==> config.mk <==
export PLATFORM = sky130hd
export DESIGN_NAME = mode_counter
export DESIGN_NICKNAME = d
export VERILOG_FILES = /design/src/rtl/mode_counter_pkg.sv /design/src/rtl/mc_step.sv /design/src/rtl/mc_count_ctrl.sv /design/src/rtl/mc_flags.sv /design/src/rtl/mode_counter.sv
export SDC_FILE = /design/constraint.sdc
export NUM_CORES = 1
export LEC_CHECK = 0
export CAP_MARGIN = 20
export CORE_MARGIN = 3
export CORE_UTILIZATION = 59
export DETAILED_ROUTE_END_ITERATION = 10
export PLACE_DENSITY = 0.83
export SLEW_MARGIN = 20
export SYNTH_ARGS = -nofsm -noshare
export SYNTH_HDL_FRONTEND = slang
export SYNTH_SLANG_ARGS = --single-unit
==> constraint.sdc <==
create_clock -name clk -period 7.1 [get_ports clk]
set_input_delay 1.42 -clock clk [delete_from_list [all_inputs] [get_ports clk]]
set_output_delay 1.42 -clock clk [all_outputs]
set_load 0.05 [all_outputs]
==> src/rtl/mode_counter_pkg.sv <==
package mode_counter_pkg;

  typedef enum logic [1:0] {
    CM_FREE    = 2'b00,
    CM_CLAMP   = 2'b01,
    CM_ONESHOT = 2'b10,
    CM_WRAPN   = 2'b11
  } cmode_e;

  localparam int FLAG_W  = 8;
  localparam int FLG_BT  = 0;
  localparam int FLG_CT  = 1;
  localparam int FLG_CPT = 2;
  localparam int FLG_SGN = 3;
  localparam int FLG_ERR = 4;
  localparam int FLG_DIR = 5;
  localparam int FLG_IDX = 6;

endpackage

==> src/rtl/mc_step.sv <==
// Next value of the counter one step up or down, binary or packed decimal.
module mc_step #(
  parameter int WIDTH = 24
) (
  input  logic [WIDTH-1:0] value,
  input  logic             up,
  input  logic             bcd,
  output logic [WIDTH-1:0] nxt
);
  localparam int DIGITS = WIDTH / 4;
  localparam logic [WIDTH-1:0] ONE = {{(WIDTH-1){1'b0}}, 1'b1};

  logic [WIDTH-1:0] bin_nxt;
  logic [WIDTH-1:0] dec_nxt;

  assign bin_nxt = up ? value + ONE : value - ONE;

  always_comb begin
    logic       ripple;
    logic [3:0] d;
    ripple  = 1'b1;
    dec_nxt = '0;
    for (int i = 0; i < DIGITS; i++) begin
      d = value[4*i +: 4];
      if (!ripple) begin
        dec_nxt[4*i +: 4] = d;
      end else if (up) begin
        if (d >= 4'd9) begin
          dec_nxt[4*i +: 4] = 4'd0;
        end else begin
          dec_nxt[4*i +: 4] = d + 4'd1;
          ripple = 1'b0;
        end
      end else begin
        if (d == 4'd0) begin
          dec_nxt[4*i +: 4] = 4'd9;
        end else begin
          dec_nxt[4*i +: 4] = d - 4'd1;
          ripple = 1'b0;
        end
      end
    end
  end

  assign nxt = bcd ? dec_nxt : bin_nxt;

endmodule

==> src/rtl/mc_count_ctrl.sv <==
// Count register with mode-dependent boundary handling and event detection.
module mc_count_ctrl
  import mode_counter_pkg::*;
#(
  parameter int WIDTH = 24
) (
  input  logic             clk,
  input  logic             rst,
  input  logic             cnt_pulse,
  input  logic             cnt_up,
  input  logic             load_pulse,
  input  logic             clr_pulse,
  input  logic             mode_wr,
  input  cmode_e           mode,
  input  logic             bcd,
  input  logic [WIDTH-1:0] preset,
  output logic [WIDTH-1:0] count_q,
  output logic             accept,
  output logic             carry_ev,
  output logic             borrow_ev,
  output logic             cmp_ev
);
  localparam int DIGITS = WIDTH / 4;
  localparam logic [WIDTH-1:0] BIN_TOP = '1;
  localparam logic [WIDTH-1:0] DEC_TOP = WIDTH'({DIGITS{4'h9}});

  logic             halted_q;
  logic [WIDTH-1:0] stepped;
  logic [WIDTH-1:0] nxt;
  logic             at_top, at_zero, at_pre;
  logic             over_raw, under_raw;

  mc_step #(.WIDTH(WIDTH)) u_step (
    .value (count_q),
    .up    (cnt_up),
    .bcd   (bcd),
    .nxt   (stepped)
  );

  assign at_top  = (count_q == (bcd ? DEC_TOP : BIN_TOP));
  assign at_zero = (count_q == '0);
  assign at_pre  = (count_q == preset);
  assign accept  = cnt_pulse & ~halted_q & ~clr_pulse & ~load_pulse;

  always_comb begin
    nxt       = stepped;
    over_raw  = 1'b0;
    under_raw = 1'b0;
    case (mode)
      CM_FREE: begin
        over_raw  = cnt_up & at_top;
        under_raw = ~cnt_up & at_zero;
      end
      CM_CLAMP: begin
        if ((cnt_up & at_pre) | (~cnt_up & at_zero)) nxt = count_q;
      end
      CM_ONESHOT: begin
        over_raw  = cnt_up & at_top;
        under_raw = ~cnt_up & at_zero;
        if (over_raw | under_raw) nxt = count_q;
      end
      CM_WRAPN: begin
        over_raw  = cnt_up & at_pre;
        under_raw = ~cnt_up & at_zero;
        if (over_raw)       nxt = '0;
        else if (under_raw) nxt = preset;
      end
      default: nxt = stepped;
    endcase
  end

  assign carry_ev  = accept & over_raw;
  assign borrow_ev = accept & under_raw;
  assign cmp_ev    = accept & (nxt == preset);

  always_ff @(posedge clk) begin
    if (rst || clr_pulse) begin
      count_q  <= '0;
      halted_q <= 1'b0;
    end else if (load_pulse) begin
      count_q  <= preset;
      halted_q <= 1'b0;
    end else begin
      if (accept) count_q <= nxt;
      if (mode_wr)
        halted_q <= 1'b0;
      else if (mode == CM_ONESHOT && (carry_ev || borrow_ev))
        halted_q <= 1'b1;
    end
  end

endmodule

==> src/rtl/mc_flags.sv <==
// Status word: toggles, sign, sticky error, direction, index.
module mc_flags
  import mode_counter_pkg::*;
(
  input  logic              clk,
  input  logic              rst,
  input  logic              accept,
  input  logic              cnt_up,
  input  logic              carry_ev,
  input  logic              borrow_ev,
  input  logic              cmp_ev,
  input  logic              err_in,
  input  logic              idx_in,
  input  logic              clr_flags,
  input  logic              clr_err,
  output logic [FLAG_W-1:0] flags
);
  logic bt_q, ct_q, cpt_q, sgn_q, err_q, dir_q, idx_q;

  always_ff @(posedge clk) begin
    if (rst) begin
      bt_q  <= 1'b0;
      ct_q  <= 1'b0;
      cpt_q <= 1'b0;
      sgn_q <= 1'b0;
      err_q <= 1'b0;
      dir_q <= 1'b0;
      idx_q <= 1'b0;
    end else begin
      if (clr_flags) begin
        bt_q  <= 1'b0;
        ct_q  <= 1'b0;
        cpt_q <= 1'b0;
        sgn_q <= 1'b0;
      end else begin
        bt_q  <= bt_q ^ borrow_ev;
        ct_q  <= ct_q ^ carry_ev;
        cpt_q <= cpt_q ^ cmp_ev;
        if (borrow_ev)     sgn_q <= 1'b1;
        else if (carry_ev) sgn_q <= 1'b0;
      end
      if (clr_err)     err_q <= 1'b0;
      else if (err_in) err_q <= 1'b1;
      if (accept) dir_q <= cnt_up;
      idx_q <= idx_in;
    end
  end

  always_comb begin
    flags          = '0;
    flags[FLG_BT]  = bt_q;
    flags[FLG_CT]  = ct_q;
    flags[FLG_CPT] = cpt_q;
    flags[FLG_SGN] = sgn_q;
    flags[FLG_ERR] = err_q;
    flags[FLG_DIR] = dir_q;
    flags[FLG_IDX] = idx_q;
  end

endmodule

==> src/rtl/mode_counter.sv <==
module mode_counter
  import mode_counter_pkg::*;
#(
  parameter int CNT_W = 24
) (
  input  logic             clk,
  input  logic             rst,
  input  logic             mode_wr,
  input  logic [2:0]       mode_data,
  input  logic [CNT_W-1:0] preset_in,
  input  logic             cnt_pulse,
  input  logic             cnt_up,
  input  logic             load_pulse,
  input  logic             clr_pulse,
  input  logic             clr_flags,
  input  logic             clr_err,
  input  logic             err_in,
  input  logic             idx_in,
  output logic [CNT_W-1:0] count_out,
  output logic [7:0]       flags_out,
  output logic             carry_n,
  output logic             borrow_n,
  output logic             compare_n
);
  logic [2:0] mode_q;
  cmode_e     cmode;
  logic       accept, carry_ev, borrow_ev, cmp_ev;

  always_ff @(posedge clk) begin
    if (rst)          mode_q <= 3'b000;
    else if (mode_wr) mode_q <= mode_data;
  end

  assign cmode = cmode_e'(mode_q[2:1]);

  mc_count_ctrl #(.WIDTH(CNT_W)) u_ctrl (
    .clk        (clk),
    .rst        (rst),
    .cnt_pulse  (cnt_pulse),
    .cnt_up     (cnt_up),
    .load_pulse (load_pulse),
    .clr_pulse  (clr_pulse),
    .mode_wr    (mode_wr),
    .mode       (cmode),
    .bcd        (mode_q[0]),
    .preset     (preset_in),
    .count_q    (count_out),
    .accept     (accept),
    .carry_ev   (carry_ev),
    .borrow_ev  (borrow_ev),
    .cmp_ev     (cmp_ev)
  );

  mc_flags u_flags (
    .clk       (clk),
    .rst       (rst),
    .accept    (accept),
    .cnt_up    (cnt_up),
    .carry_ev  (carry_ev),
    .borrow_ev (borrow_ev),
    .cmp_ev    (cmp_ev),
    .err_in    (err_in),
    .idx_in    (idx_in),
    .clr_flags (clr_flags),
    .clr_err   (clr_err),
    .flags     (flags_out)
  );

  always_ff @(posedge clk) begin
    if (rst) begin
      carry_n   <= 1'b1;
      borrow_n  <= 1'b1;
      compare_n <= 1'b1;
    end else begin
      carry_n   <= ~carry_ev;
      borrow_n  <= ~borrow_ev;
      compare_n <= ~cmp_ev;
    end
  end

endmodule

==> tab_implementation.tex, run 1 <==
\begin{tabular}{lr}
\hline
Metric & Value \\
\hline
\multicolumn{2}{l}{\textbf{Finish}} \\
Number of antenna diodes & 0 \\
Fraction of final layout cells sized beyond drive strength 1 & 6.44\% \\
Post-route standard cell area excluding fillers & 0.00750 mm\^{}2 \\
Layout Nets & 1,088 \\
Finished Core Util & about two thirds \\
Layout overhead on the synthesized area & 10.9\% \\
\multicolumn{2}{l}{\textbf{Power}} \\
Switching part of the total & 42.7\% \\
Peak supply drop & 0.0888 mV \\
Flop pwr share & 26.0\% \\
Combinational group share of total power & 46.0\% \\
Clock Power Share & 28.0\% \\
Net Switching & roughly 0.00041 W \\
Static leakage power & 2.84 nW \\
Pwr dens & between 100 and 150 mW/mm\^{}2 \\
Pint & 0.000554 W \\
\multicolumn{2}{l}{\textbf{Critical path}} \\
Setup CP Type & in2reg \\
R2R cell count & 14 \\
CP startpoint & cnt\_up \\
Startpoint Class & input port \\
End of the worst register-to-register path & u\_flags.cpt\_q \\
Arrival @ worst endpoint & around 5.9 ns \\
Critical path capture point type & flip-flop \\
Endpoint of the worst setup timing path & u\_flags.cpt\_q \\
Worst EP required & 7.32 ns \\
Reg-to-reg critical path startpoint & u\_ctrl.count\_q[17] \\
Register-to-register path setup slack & about 2.3 ns \\
Worst Path Max Fanout & 21 \\
\multicolumn{2}{l}{\textbf{Die}} \\
Die Area & 0.0128 mm\^{}2 \\
Core region area & 0.0110 mm\^{}2 \\
Floorplan die height & 113 um \\
Starting Density & roughly three fifths \\
Count of standard-cell rows & 38 \\
Number of primary I/O pins & 73 \\
Die width & between 100 and 150 um \\
\multicolumn{2}{l}{\textbf{Clock network}} \\
Post-cts hold buffer count & 0 \\
Worst skew pair latency & 0.29 ns \\
Total of cells resized after clock tree synthesis & 0 \\
CTS tree & done \\
Buffer depth of the longest clock path & 2 \\
Level count of the clock H-tree & 2 \\
CTS Root Cell & clkbuf\_16 \\
Sink Count & 38 \\
Postcts setup bufs & 0 \\
Reg clk slew, reported paths & 0.07 ns \\
TritonCTS buffer count & 5 \\
\multicolumn{2}{l}{\textbf{Worst hold path}} \\
Classification of the worst-slack hold path & reg2reg \\
Number of instances on the worst hold path & 2 \\
\multicolumn{2}{l}{\textbf{Routing}} \\
Total length of routed wires & 25,700 um \\
Pre-Repair DR Iteration Count & 6 \\
Mean routed wirelength per cell & 22.4 um \\
Average via count per standard cell & 7.14 \\
Antenna-violating nets left & 0 \\
Vias post-DR & 8,208 \\
DRC marker count from the first detailed-route iteration & 1,131 \\
DRC errors left & 0 \\
\multicolumn{2}{l}{\textbf{GRT}} \\
Most Used Layer, Global Route & met2 \\
Vias in the first global route & between 7,000 and 8,000 \\
Met2 layer usage reported by global route & 60.6\% \\
Met3 Use GR & 7.86\% \\
Met1 Resource Use GR & 52.1\% \\
All-Layer GR Usage & 39.1\% \\
Antenna violations before repair & 1 \\
Maximum number of pins on one net before global-route repair & around 60 \\
Global route overflow & 0 \\
Wire length of the first global-routing pass & 40,000 um \\
\multicolumn{2}{l}{\textbf{STA}} \\
Final hold slack & 0.465 ns \\
Post-route clock skew & 0.00388 ns \\
Worst-margin pin slew & 0.822 ns \\
Post-layout minimum cycle time & about 5.7 ns \\
Period utilisation layout & 80.1\% \\
Final Slew Violations & 0 \\
Unrepaired setup endpoints after global routing & no \\
Number of failing hold endpoints at the final stage & 0 \\
Setup TNS after final layout & 0 ns \\
Max transition margin & 44.5\% \\
Final setup violation count & 0 \\
Highest clock rate & 176 MHz \\
\multicolumn{2}{l}{\textbf{Logic synthesis}} \\
Top cells by instance count after synthesis & nor2\_1, nand2\_1, a21oi\_1, o21ai\_0, clkbuf\_1 \\
Basic-gate share of the synthesized area counting and, or, nand and nor cells & 32.6\% \\
Synthesized-area fraction occupied by ao, oa, aoi and oai cells & 33.0\% \\
Cell count after synthesis & 994 \\
Synth top area cells & dfxtp\_1, ha\_1, a21oi\_1 \\
Syn nets & 1,073 \\
Distinct cell type count of the synthesized netlist & 88 \\
Share of Yosys cell area claimed by the top area cell type & between 10\% and 20\% \\
Sequential area share after synthesis & 11.3\% \\
Post-synth EDFFs & 0 \\
Post-synthesis register bit count & 38 \\
Most used flip-flop cell after synthesis & dfxtp\_1 \\
Netlist area before placement & around 0.0068 mm\^{}2 \\
Adder-Cell Fraction of Synth Area & around 7.7\% \\
Biggest area consumer among synthesized cells & dfxtp\_1 \\
Most frequent cell after synthesis & nor2\_1 \\
Post-synthesis share of cell area spent on xor and xnor gates & 4.28\% \\
Combinational family with the most area after synthesis & compound AO/OA/AOI/OAI gates \\
Count of warnings emitted by yosys & 0 \\
Mean cell area of the mapped netlist & 6.80 um\^{}2 \\
Portion of netlist area occupied by mux cells & 2.93\% \\
Share of synthesized flip-flops with an asynchronous set or reset & 0\% \\
\multicolumn{2}{l}{\textbf{Placement}} \\
Final weighted congestion in routability-driven placement & 1.10 \\
Area after DPL & between 0.007 and 0.008 mm\^{}2 \\
IO Port Bufs & 71 \\
HPWL after detailed placement & 19,200 um \\
\multicolumn{2}{l}{\textbf{Status}} \\
Run status & complete, no violations \\
\multicolumn{2}{l}{\textbf{Flow run}} \\
Number of max-cap violations & 0 \\
\hline
\end{tabular}
cell type report:
cell class                 count  area, um^2
sequential                    38         761
timing repair buffer          84         803
multi-input combinational    842        5440
inverter                      38         143
tap                          140         175
clock buffer                   5         125
fill                         997        3530
clock inverter                 3        45.0
per-layer routing:
metal,vias up,part of all wire [%]
li1,3760,-
met1,3803,40
met2,545,44
met3,98,11
met4,2,4.8
met5,-,0.097
logic make-up (layout without fill, tap and decap cells):
group,after synthesis,in the layout
flops,38,38
simple gates,423,423
xor+xnor,33,33
other cells,1,1
mux,18,18
fa+ha+maj,41,41
compound gates,326,326
buf+inv,114,130
registers in the layout (all words and copies together), names as in the netlist:
name             cells
compare_n            1
u_ctrl.count_q      24
u_flags.cpt_q        1
u_ctrl.halted_q      1
u_flags.ct_q         1
u_flags.err_q        1
borrow_n             1
u_flags.idx_q        1
u_flags.sgn_q        1
mode_q               3
u_flags.dir_q        1
u_flags.bt_q         1
carry_n              1
worst min-delay path by stage:
stage / startpoint / to / slack [ns]
after global placement: u_flags.sgn_q / u_flags.sgn_q / 0.46
after global routing: u_flags.sgn_q / u_flags.sgn_q / 0.52
final: u_flags.sgn_q / u_flags.sgn_q / 0.47
after CTS: u_flags.sgn_q / u_flags.sgn_q / 0.47
after floorplan: u_flags.cpt_q / u_flags.cpt_q / 0.44
after detailed placement: u_flags.sgn_q / u_flags.sgn_q / 0.46
through the flow:
step / std cells / setup slack (ns) / power, W
after floorplan: 994 / 1.23 / 0.000554
after global placement: 1142 / 1.36 / 0.000682
after detailed placement: 1142 / 1.26 / 0.000684
after CTS: 1150 / 1.53 / 0.000953
after global routing: 1150 / 1.10 / 0.00101
final: 1150 / 1.41 / 0.000968
critical path, stage by stage:
cell      delay, ns
buf_2          0.09
clkinv_1       0.53
ha_1           0.67
o211ai_1       0.14
a21o_1         0.21
a21oi_1        0.39
mux2_2         0.39
o41ai_1        0.41
buf_4          0.22
and3_1         0.17
o21bai_1       0.08
nor4_1         0.45
nand3_1        0.18
nor4_2         0.34
mux2i_1        0.21
power by group through the flow:
stage          clock network, W  registers (W)  logic, W
3_5_place_dp                  0       0.000255  0.000429
5_1_grt                0.000282       0.000253  0.000480
6_report               0.000271       0.000252  0.000446
2_1_floorplan                 0       0.000253  0.000301
4_1_cts                0.000271       0.000250  0.000432
3_3_place_gp                  0       0.000255  0.000427
cell usage in the layout, fill, tap and decap left out, types with 8 or more instances in the layout:
cell type / Yosys / routed
xnor2_1: 14 / 14
inv_1: 36 / 36
mux2i_1: 13 / 13
o2111ai_1: 8 / 8
nor4_1: 21 / 21
o21ai_0: 50 / 50
or3b_2: 8 / 8
a211oi_1: 15 / 15
nor2_1: 112 / 112
or2_2: 8 / 8
and3_1: 8 / 8
nand2b_1: 12 / 12
clkdlybuf4s50_1: 0 / 70
nand3_1: 22 / 22
or4_1: 9 / 9
buf_4: 9 / 13
xor2_1: 19 / 19
o211ai_1: 19 / 19
a21oi_1: 85 / 85
dfxtp_1: 38 / 38
nor2b_1: 22 / 22
a22oi_1: 15 / 15
ha_1: 40 / 40
nor3_1: 35 / 35
nand4_1: 24 / 24
a31oi_1: 15 / 15
nand2_1: 89 / 89
o31ai_1: 12 / 12
a21o_1: 17 / 17
Power figures use the tool's default switching activity.
==> inputs of run 2 (changes only) <==
==> constraint.sdc (replaced) <==
create_clock -name clk -period 5.5 [get_ports clk]
set_input_delay 1.1 -clock clk [delete_from_list [all_inputs] [get_ports clk]]
set_output_delay 1.1 -clock clk [all_outputs]
set_load 0.05 [all_outputs]
==> run 2 against run 1 <==
Effect of this change:
- non-clock buffer count is 11 higher
- flip-flop and latch count unchanged
- die area did not move
- worst setup slack worse by 0.96 ns
- critical path depth is 2 lower
- critical path type unchanged
- highest routed layer is now met4
==> tab_implementation.tex, run 2 (synthesized netlist as in run 1, its figures left out) <==
\begin{tabular}{lr}
\hline
Metric & Value \\
\hline
\multicolumn{2}{l}{\textbf{Clock network}} \\
CTS tree & done (unchanged) \\
TritonCTS buffer count & 5 (unchanged) \\
Sink Count & 38 (unchanged) \\
Level count of the clock H-tree & 2 (unchanged) \\
Reg clk slew, reported paths & 0.06 ns (was 0.07 ns) \\
Post-cts hold buffer count & 0 (unchanged) \\
Postcts setup bufs & 0 (unchanged) \\
Buffer depth of the longest clock path & 2 (unchanged) \\
Total of cells resized after clock tree synthesis & 0 (unchanged) \\
Worst skew pair latency & 0.29 ns (about the same) \\
CTS Root Cell & clkbuf\_16 (unchanged) \\
\multicolumn{2}{l}{\textbf{Worst hold path}} \\
Classification of the worst-slack hold path & reg2reg (unchanged) \\
\multicolumn{2}{l}{\textbf{Die}} \\
Number of primary I/O pins & 73 (unchanged) \\
Core region area & 0.0110 mm\^{}2 (unchanged) \\
Count of standard-cell rows & 38 (unchanged) \\
Die width & 113 um (unchanged) \\
Die Area & 0.0128 mm\^{}2 (unchanged) \\
Starting Density & 61.3\% (unchanged) \\
Floorplan die height & 113 um (unchanged) \\
\multicolumn{2}{l}{\textbf{Power}} \\
Pwr dens & 172 mW/mm\^{}2 (was 129 mW/mm\^{}2) \\
Static leakage power & 2.92 nW (was 2.84 nW) \\
Peak supply drop & 0.147 mV (was 0.0888 mV) \\
\multicolumn{2}{l}{\textbf{Placement}} \\
\# placed instances & 1,153 (was 1,142) \\
Final weighted congestion in routability-driven placement & 1.13 (was 1.10) \\
HPWL after detailed placement & 20,200 um (was 19,200 um) \\
IO Port Bufs & 71 (unchanged) \\
\multicolumn{2}{l}{\textbf{Routing}} \\
Total length of routed wires & 26,800 um (was 25,700 um) \\
Mean routed wirelength per cell & 23.1 um (was 22.4 um) \\
DRC marker count from the first detailed-route iteration & 1,391 (was 1,131) \\
Antenna-violating nets left & 0 (unchanged) \\
Vias post-DR & 8,355 (was 8,208) \\
Pre-Repair DR Iteration Count & 5 (was 6) \\
Average via count per standard cell & 7.20 (was 7.14) \\
DRC errors left & 0 (unchanged) \\
\multicolumn{2}{l}{\textbf{Status}} \\
Run status & complete, no violations (unchanged) \\
\multicolumn{2}{l}{\textbf{GRT}} \\
All-Layer GR Usage & 41.1\% (was 39.1\%) \\
Antenna violations before repair & 0 (was 1) \\
Maximum number of pins on one net before global-route repair & 36 (was 59) \\
Vias in the first global route & 7,483 (was 7,413) \\
Wire length of the first global-routing pass & 41,700 um (was 40,000 um) \\
Global route overflow & 0 (unchanged) \\
\multicolumn{2}{l}{\textbf{STA}} \\
Period utilisation layout & slightly above 90\% \\
Post-layout minimum cycle time & 5.05 ns \\
Setup TNS after final layout & 0 ns (unchanged) \\
Post-route clock skew & 0.00604 ns (was 0.00388 ns) \\
Max transition margin & 40.2\% (was 44.5\%) \\
Unrepaired setup endpoints after global routing & no (unchanged) \\
Worst-margin pin slew & 0.895 ns (was 0.822 ns) \\
Final setup violation count & 0 (unchanged) \\
Final Slew Violations & 0 (unchanged) \\
Number of failing hold endpoints at the final stage & 0 (unchanged) \\
Highest clock rate & 198 MHz \\
\multicolumn{2}{l}{\textbf{Finish}} \\
Top Registers & u\_ctrl.count\_q: 24 flops, mode\_q: 3 flops (unchanged) \\
Number of flip-flops in the largest register & 24 (unchanged) \\
Fraction of final layout cells sized beyond drive strength 1 & 7.44\% (was 6.44\%) \\
Fill cell count & 964 (was 997) \\
Biggest register & u\_ctrl.count\_q (unchanged) \\
Layout Nets & 1,099 (was 1,088) \\
Most frequent standard cell in the layout excluding fill and tap cells & nor2\_1 (unchanged) \\
Leading cell types in the layout, fill and taps excluded & nor2\_1, nand2\_1, a21oi\_1 (unchanged) \\
Layout overhead on the synthesized area & 12.5\% (was 10.9\%) \\
Number of antenna diodes & 0 (unchanged) \\
Post-route non-filler standard cell count & 1,161 (was 1,150) \\
\multicolumn{2}{l}{\textbf{Critical path}} \\
Startpoint Class & input port (unchanged) \\
Worst Path Max Fanout & 13 (was 21) \\
Worst EP required & 5.72 ns (was 7.32 ns) \\
Critical path, cell by cell & clkdlybuf4s50\_1 > xnor2\_1 > nand4b\_1 > or4b\_1 > or3\_2 > nand2\_1 > buf\_4 > a21oi\_1 > o21bai\_1 > nor4\_1 > nand3\_1 > nor4\_2 > mux2i\_1 (was buf\_2 > clkinv\_1 > ha\_1 > o211ai\_1 > a21o\_1 > a21oi\_1 > mux2\_2 > o41ai\_1 > buf\_4 > and3\_1 > o21bai\_1 > nor4\_1 > nand3\_1 > nor4\_2 > mux2i\_1) \\
Cell type of the slowest stage on the worst timing path & or4b\_1 (was ha\_1) \\
Arrival @ worst endpoint & 5.26 ns (was 5.91 ns) \\
Critical path capture point type & flip-flop (unchanged) \\
Worst stage delay on the critical path & 0.58 ns (was 0.67 ns) \\
Family of cells with the greatest summed delay on the critical path & simple AND/OR/NAND/NOR gates (was compound AO/OA/AOI/OAI gates) \\
Worst path bufs/invs & 2 (was 3) \\
Setup CP Type & in2reg (unchanged) \\
\multicolumn{2}{l}{\textbf{Flow run}} \\
Number of max-cap violations & 0 (unchanged) \\
\hline
\end{tabular}
## run 2: cell count changes in the layout (fill, tap and decap cells not counted)
cell,before,now
clkinv_4,0,1
bufinv_16,1,2
buf_4,13,24
clkinvlp_4,2,0
## run 2: final cells by class
| cell class | instances | area [um^2] | share of cell area, % |
|---|---|---|---|
| inverter | 38 | 143 | 1.88 |
| tap | 140 | 175 | 2.30 |
| multi-input combinational | 842 | 5440 | 71.6 |
| clock buffer | 5 | 125 | 1.65 |
| timing repair buffer | 95 | 886 | 11.7 |
| sequential | 38 | 761 | 10.0 |
| clock inverter | 3 | 68.8 | 0.905 |
## run 2: worst min-delay path: stages, from the launching register on
cell and delay, ns:
dfxtp_1 0.32, nand2_1 0.05, a21boi_0 0.06
## run 2: routing by layer
| layer | track usage (%) | wire length (um) | vias to the layer above |
|---|---|---|---|
| met2 | 63.7 | 11700 | 643 |
| met1 | 57.2 | 10500 | 3823 |
| met3 | 7.06 | 3400 | 95 |
| li1 | - | - | 3794 |
| met4 | 15.1 | 1180 | 0 |
| met5 | 0 | 0 | - |
## run 2: worst paths after layout
check / end / cells past startpoint / slack [ns] / from
worst max register to register: compare_n / 13 / 0.84 / u_ctrl.count_q[1]
worst min register to register: u_flags.sgn_q / 2 / 0.48 / u_flags.sgn_q
worst max-delay path: u_flags.cpt_q / 13 / 0.45 / preset_in[23]
worst min-delay path: u_flags.sgn_q / 2 / 0.48 / u_flags.sgn_q
## run 2: where the power goes
part	total, W	switching [W]	leakage (nW)	internal [W]
Clock	0.000390	0.000129	0.0940	0.000261
Sequential	0.000323	0.0000381	0.310	0.000285
Combinational	0.000597	0.000375	2.51	0.000222
Total	0.00131	0.000542	2.92	0.000768
## run 2: per-stage QoR
stage	hold slack [ns]	setup WS, ns	util (%)	instance area [um^2]	power, W
global placement	0.456	0.304	67.2	7410	0.000897
detailed placement	0.466	0.331	67.2	7410	0.000899
CTS	0.477	0.602	68.9	7600	0.00129
global route	0.509	0.343	68.9	7600	0.00136
finish	0.480	0.453	68.9	7600	0.00131
floorplan	0.443	0.162	-	6760	0.000715
==> inputs of run 3 (changes only) <==
--- a/config.mk
+++ b/config.mk
@@ -7,9 +7,11 @@
 export LEC_CHECK = 0
 export CAP_MARGIN = 20
 export CORE_MARGIN = 3
-export CORE_UTILIZATION = 59
+export CORE_UTILIZATION = 60
+export CTS_BUF_LIST = sky130_fd_sc_hd__clkbuf_8
+export CTS_CLUSTER_DIAMETER = 150
 export DETAILED_ROUTE_END_ITERATION = 10
-export PLACE_DENSITY = 0.83
+export PLACE_DENSITY = 0.84
 export SLEW_MARGIN = 20
 export SYNTH_ARGS = -nofsm -noshare
 export SYNTH_HDL_FRONTEND = slang
==> run 3 against run 2 <==
Effect of this change:
- die area fell by 1.6%
- count of clock-buffer cells in the layout rose by 1
- sequential power fell by 1%
- worst setup slack got worse by 0.12 ns
- final cell count did not move
- design area fell by 1.3%
- flip-flop and latch count did not move
- combinational power barely moved
- sequential share of layout area rose by 0.13 points
- largest power group unchanged
- highest routed layer is now met5
==> tab_implementation.tex, run 3 (synthesized netlist as in run 1, its figures left out) <==
\begin{tabular}{lr}
\hline
Metric & Value \\
\hline
\multicolumn{2}{l}{\textbf{Die}} \\
Core region area & 0.0109 mm\^{}2 (was 0.0110 mm\^{}2) \\
Starting Density & 61.8\% (was 61.3\%) \\
Die Area & 0.0126 mm\^{}2 (was 0.0128 mm\^{}2) \\
Floorplan die height & 112 um (was 113 um) \\
Die width & 112 um (was 113 um) \\
Count of standard-cell rows & 38 (unchanged) \\
Number of primary I/O pins & 73 (unchanged) \\
\multicolumn{2}{l}{\textbf{GRT}} \\
Most Used Layer, Global Route & met2 (unchanged) \\
Global route overflow & 0 (unchanged) \\
Met2 layer usage reported by global route & 62.3\% (was 63.7\%) \\
Wire length of the first global-routing pass & 41,600 um (was 41,700 um) \\
Met3 Use GR & 8.36\% (was 7.06\%) \\
Antenna violations before repair & 1 (was 0) \\
Vias in the first global route & 7,674 (was 7,483) \\
Met1 Resource Use GR & 54.5\% (was 57.2\%) \\
Maximum number of pins on one net before global-route repair & 50 (was 36) \\
All-Layer GR Usage & 40.4\% (was 41.1\%) \\
\multicolumn{2}{l}{\textbf{Clock network}} \\
TritonCTS buffer count & 5 (unchanged) \\
Post-cts hold buffer count & 0 (unchanged) \\
Postcts setup bufs & 0 (unchanged) \\
Buffer depth of the longest clock path & 2 (unchanged) \\
Level count of the clock H-tree & 2 (unchanged) \\
Worst skew pair latency & 0.31 ns (was 0.29 ns) \\
Reg clk slew, reported paths & 0.10 ns (was 0.06 ns) \\
Sink Count & 38 (unchanged) \\
CTS tree & done (unchanged) \\
CTS Root Cell & clkbuf\_8 (was clkbuf\_16) \\
Total of cells resized after clock tree synthesis & 0 (unchanged) \\
\multicolumn{2}{l}{\textbf{Finish}} \\
Number of antenna diodes & 0 (unchanged) \\
Layout overhead on the synthesized area & 11.1\% (was 12.5\%) \\
Top Registers & u\_ctrl.count\_q: 24 flops, mode\_q: 3 flops (unchanged) \\
Fraction of final layout cells sized beyond drive strength 1 & 7.44\% (unchanged) \\
Biggest register & u\_ctrl.count\_q (unchanged) \\
Layout Nets & 1,099 (unchanged) \\
Most frequent standard cell in the layout excluding fill and tap cells & nor2\_1 (unchanged) \\
Number of flip-flops in the largest register & 24 (unchanged) \\
Leading cell types in the layout, fill and taps excluded & nor2\_1, nand2\_1, a21oi\_1 (unchanged) \\
Fill cell count & 988 (was 964) \\
\multicolumn{2}{l}{\textbf{STA}} \\
Final critical-path setup slack & 0.336 ns (was 0.453 ns) \\
Post-layout minimum cycle time & 5.16 ns (was 5.05 ns) \\
Number of failing hold endpoints at the final stage & 0 (unchanged) \\
Final Slew Violations & 0 (unchanged) \\
Final setup violation count & 0 (unchanged) \\
Worst-margin pin slew & 0.867 ns (was 0.895 ns) \\
Period utilisation layout & 93.9\% (was 91.8\%) \\
Unrepaired setup endpoints after global routing & no (unchanged) \\
Setup TNS after final layout & 0 ns (unchanged) \\
Post-route clock skew & 0.0178 ns (was 0.00604 ns) \\
Max transition margin & 42.0\% (was 40.2\%) \\
Highest clock rate & 194 MHz (was 198 MHz) \\
\multicolumn{2}{l}{\textbf{Critical path}} \\
Reg-to-reg critical path startpoint & u\_ctrl.count\_q[17] (was u\_ctrl.count\_q[1]) \\
Arrival @ worst endpoint & 5.41 ns (was 5.26 ns) \\
End of the worst register-to-register path & u\_flags.cpt\_q (was compare\_n) \\
Register-to-register path setup slack & 0.85 ns (was 0.84 ns) \\
Setup CP Type & in2reg (unchanged) \\
Worst EP required & 5.74 ns (was 5.72 ns) \\
R2R cell count & 13 (unchanged) \\
Worst Path Max Fanout & 15 (was 13) \\
CP startpoint & cnt\_up (was preset\_in[23]) \\
Endpoint of the worst setup timing path & u\_flags.cpt\_q (unchanged) \\
Startpoint Class & input port (unchanged) \\
Critical path capture point type & flip-flop (unchanged) \\
\multicolumn{2}{l}{\textbf{Routing}} \\
Antenna-violating nets left & 0 (unchanged) \\
Average via count per standard cell & 7.23 (was 7.20) \\
Vias post-DR & 8,390 (was 8,355) \\
Pre-Repair DR Iteration Count & 9 (was 5) \\
Total length of routed wires & 26,400 um (was 26,800 um) \\
Mean routed wirelength per cell & 22.8 um (was 23.1 um) \\
DRC errors left & 0 (unchanged) \\
DRC marker count from the first detailed-route iteration & 1,261 (was 1,391) \\
\multicolumn{2}{l}{\textbf{Flow run}} \\
Number of max-cap violations & 0 (unchanged) \\
\multicolumn{2}{l}{\textbf{Placement}} \\
Final weighted congestion in routability-driven placement & 1.10 (was 1.13) \\
Placement-stage worst setup slack & 0.134 ns (was 0.331 ns) \\
IO Port Bufs & 71 (unchanged) \\
HPWL after detailed placement & 19,800 um (was 20,200 um) \\
\multicolumn{2}{l}{\textbf{Power}} \\
Static leakage power & 2.87 nW (was 2.92 nW) \\
Peak supply drop & 0.125 mV (was 0.147 mV) \\
Pwr dens & 152 mW/mm\^{}2 (was 172 mW/mm\^{}2) \\
\multicolumn{2}{l}{\textbf{Status}} \\
Run status & complete, no violations (unchanged) \\
\multicolumn{2}{l}{\textbf{Worst hold path}} \\
Classification of the worst-slack hold path & reg2reg (unchanged) \\
\hline
\end{tabular}
## run 3: power breakdown
part | internal (W) | switching (W) | total, W | leakage (nW)
clock network | 0.000101 | 0.000121 | 0.000222 | 0.0472
registers | 0.000285 | 0.0000345 | 0.000319 | 0.310
logic | 0.000222 | 0.000377 | 0.000599 | 2.51
## run 3: how the worst min path moves through the flow
| stage | from | to | slack (ns) | depth (start not counted) |
|---|---|---|---|---|
| 3_3_place_gp | u_flags.sgn_q | u_flags.sgn_q | 0.45 | 2 |
| 4_1_cts | u_flags.sgn_q | u_flags.sgn_q | 0.47 | 2 |
| 5_1_grt | u_flags.sgn_q | u_flags.sgn_q | 0.51 | 2 |
| 3_5_place_dp | u_flags.sgn_q | u_flags.sgn_q | 0.46 | 2 |
| 2_1_floorplan | u_flags.cpt_q | u_flags.cpt_q | 0.44 | 2 |
| 6_report | u_flags.sgn_q | u_flags.sgn_q | 0.47 | 2 |
## run 3: worst max-delay path, cell delays in order
cell and delay (ns):
buf_2 0.23, clkinv_1 0.42, ha_1 0.57, o211ai_1 0.14, a21o_1 0.20, a21oi_1 0.33, mux2_2 0.38, o41ai_1 0.60
and3_1 0.26, o21bai_1 0.09, nor4_1 0.31, nand3_1 0.19, nor4_2 0.37, mux2i_1 0.23
## run 3: stage by stage
step / cell area [um^2] / std cells / util (%) / power [W] / hold WS (ns)
after floorplan: 6760 / 994 / - / 0.000715 / 0.443
after global placement: 7410 / 1153 / 67.7 / 0.000892 / 0.454
after detailed placement: 7410 / 1153 / 67.7 / 0.000896 / 0.458
after CTS: 7500 / 1161 / 68.6 / 0.00111 / 0.469
after global routing: 7500 / 1161 / 68.6 / 0.00119 / 0.512
final: 7500 / 1161 / 68.6 / 0.00114 / 0.467
## run 3: layer usage
layer | vias up | wire length (um)
met1 | 3844 | 10600
met3 | 147 | 3170
met5 | - | 13
met4 | 2 | 1500
met2 | 614 | 11200
li1 | 3783 | -
## run 3: final cells by class
cell class,instances,area [um^2],share of cell area (%)
repair buffers,95,886,11.8
well taps,140,175,2.33
flip-flops and latches,38,761,10.1
multi-input cells,842,5440,72.6
inverters,38,143,1.90
clock buffers,6,82.6,1.10
clock inverters,2,12.5,0.167
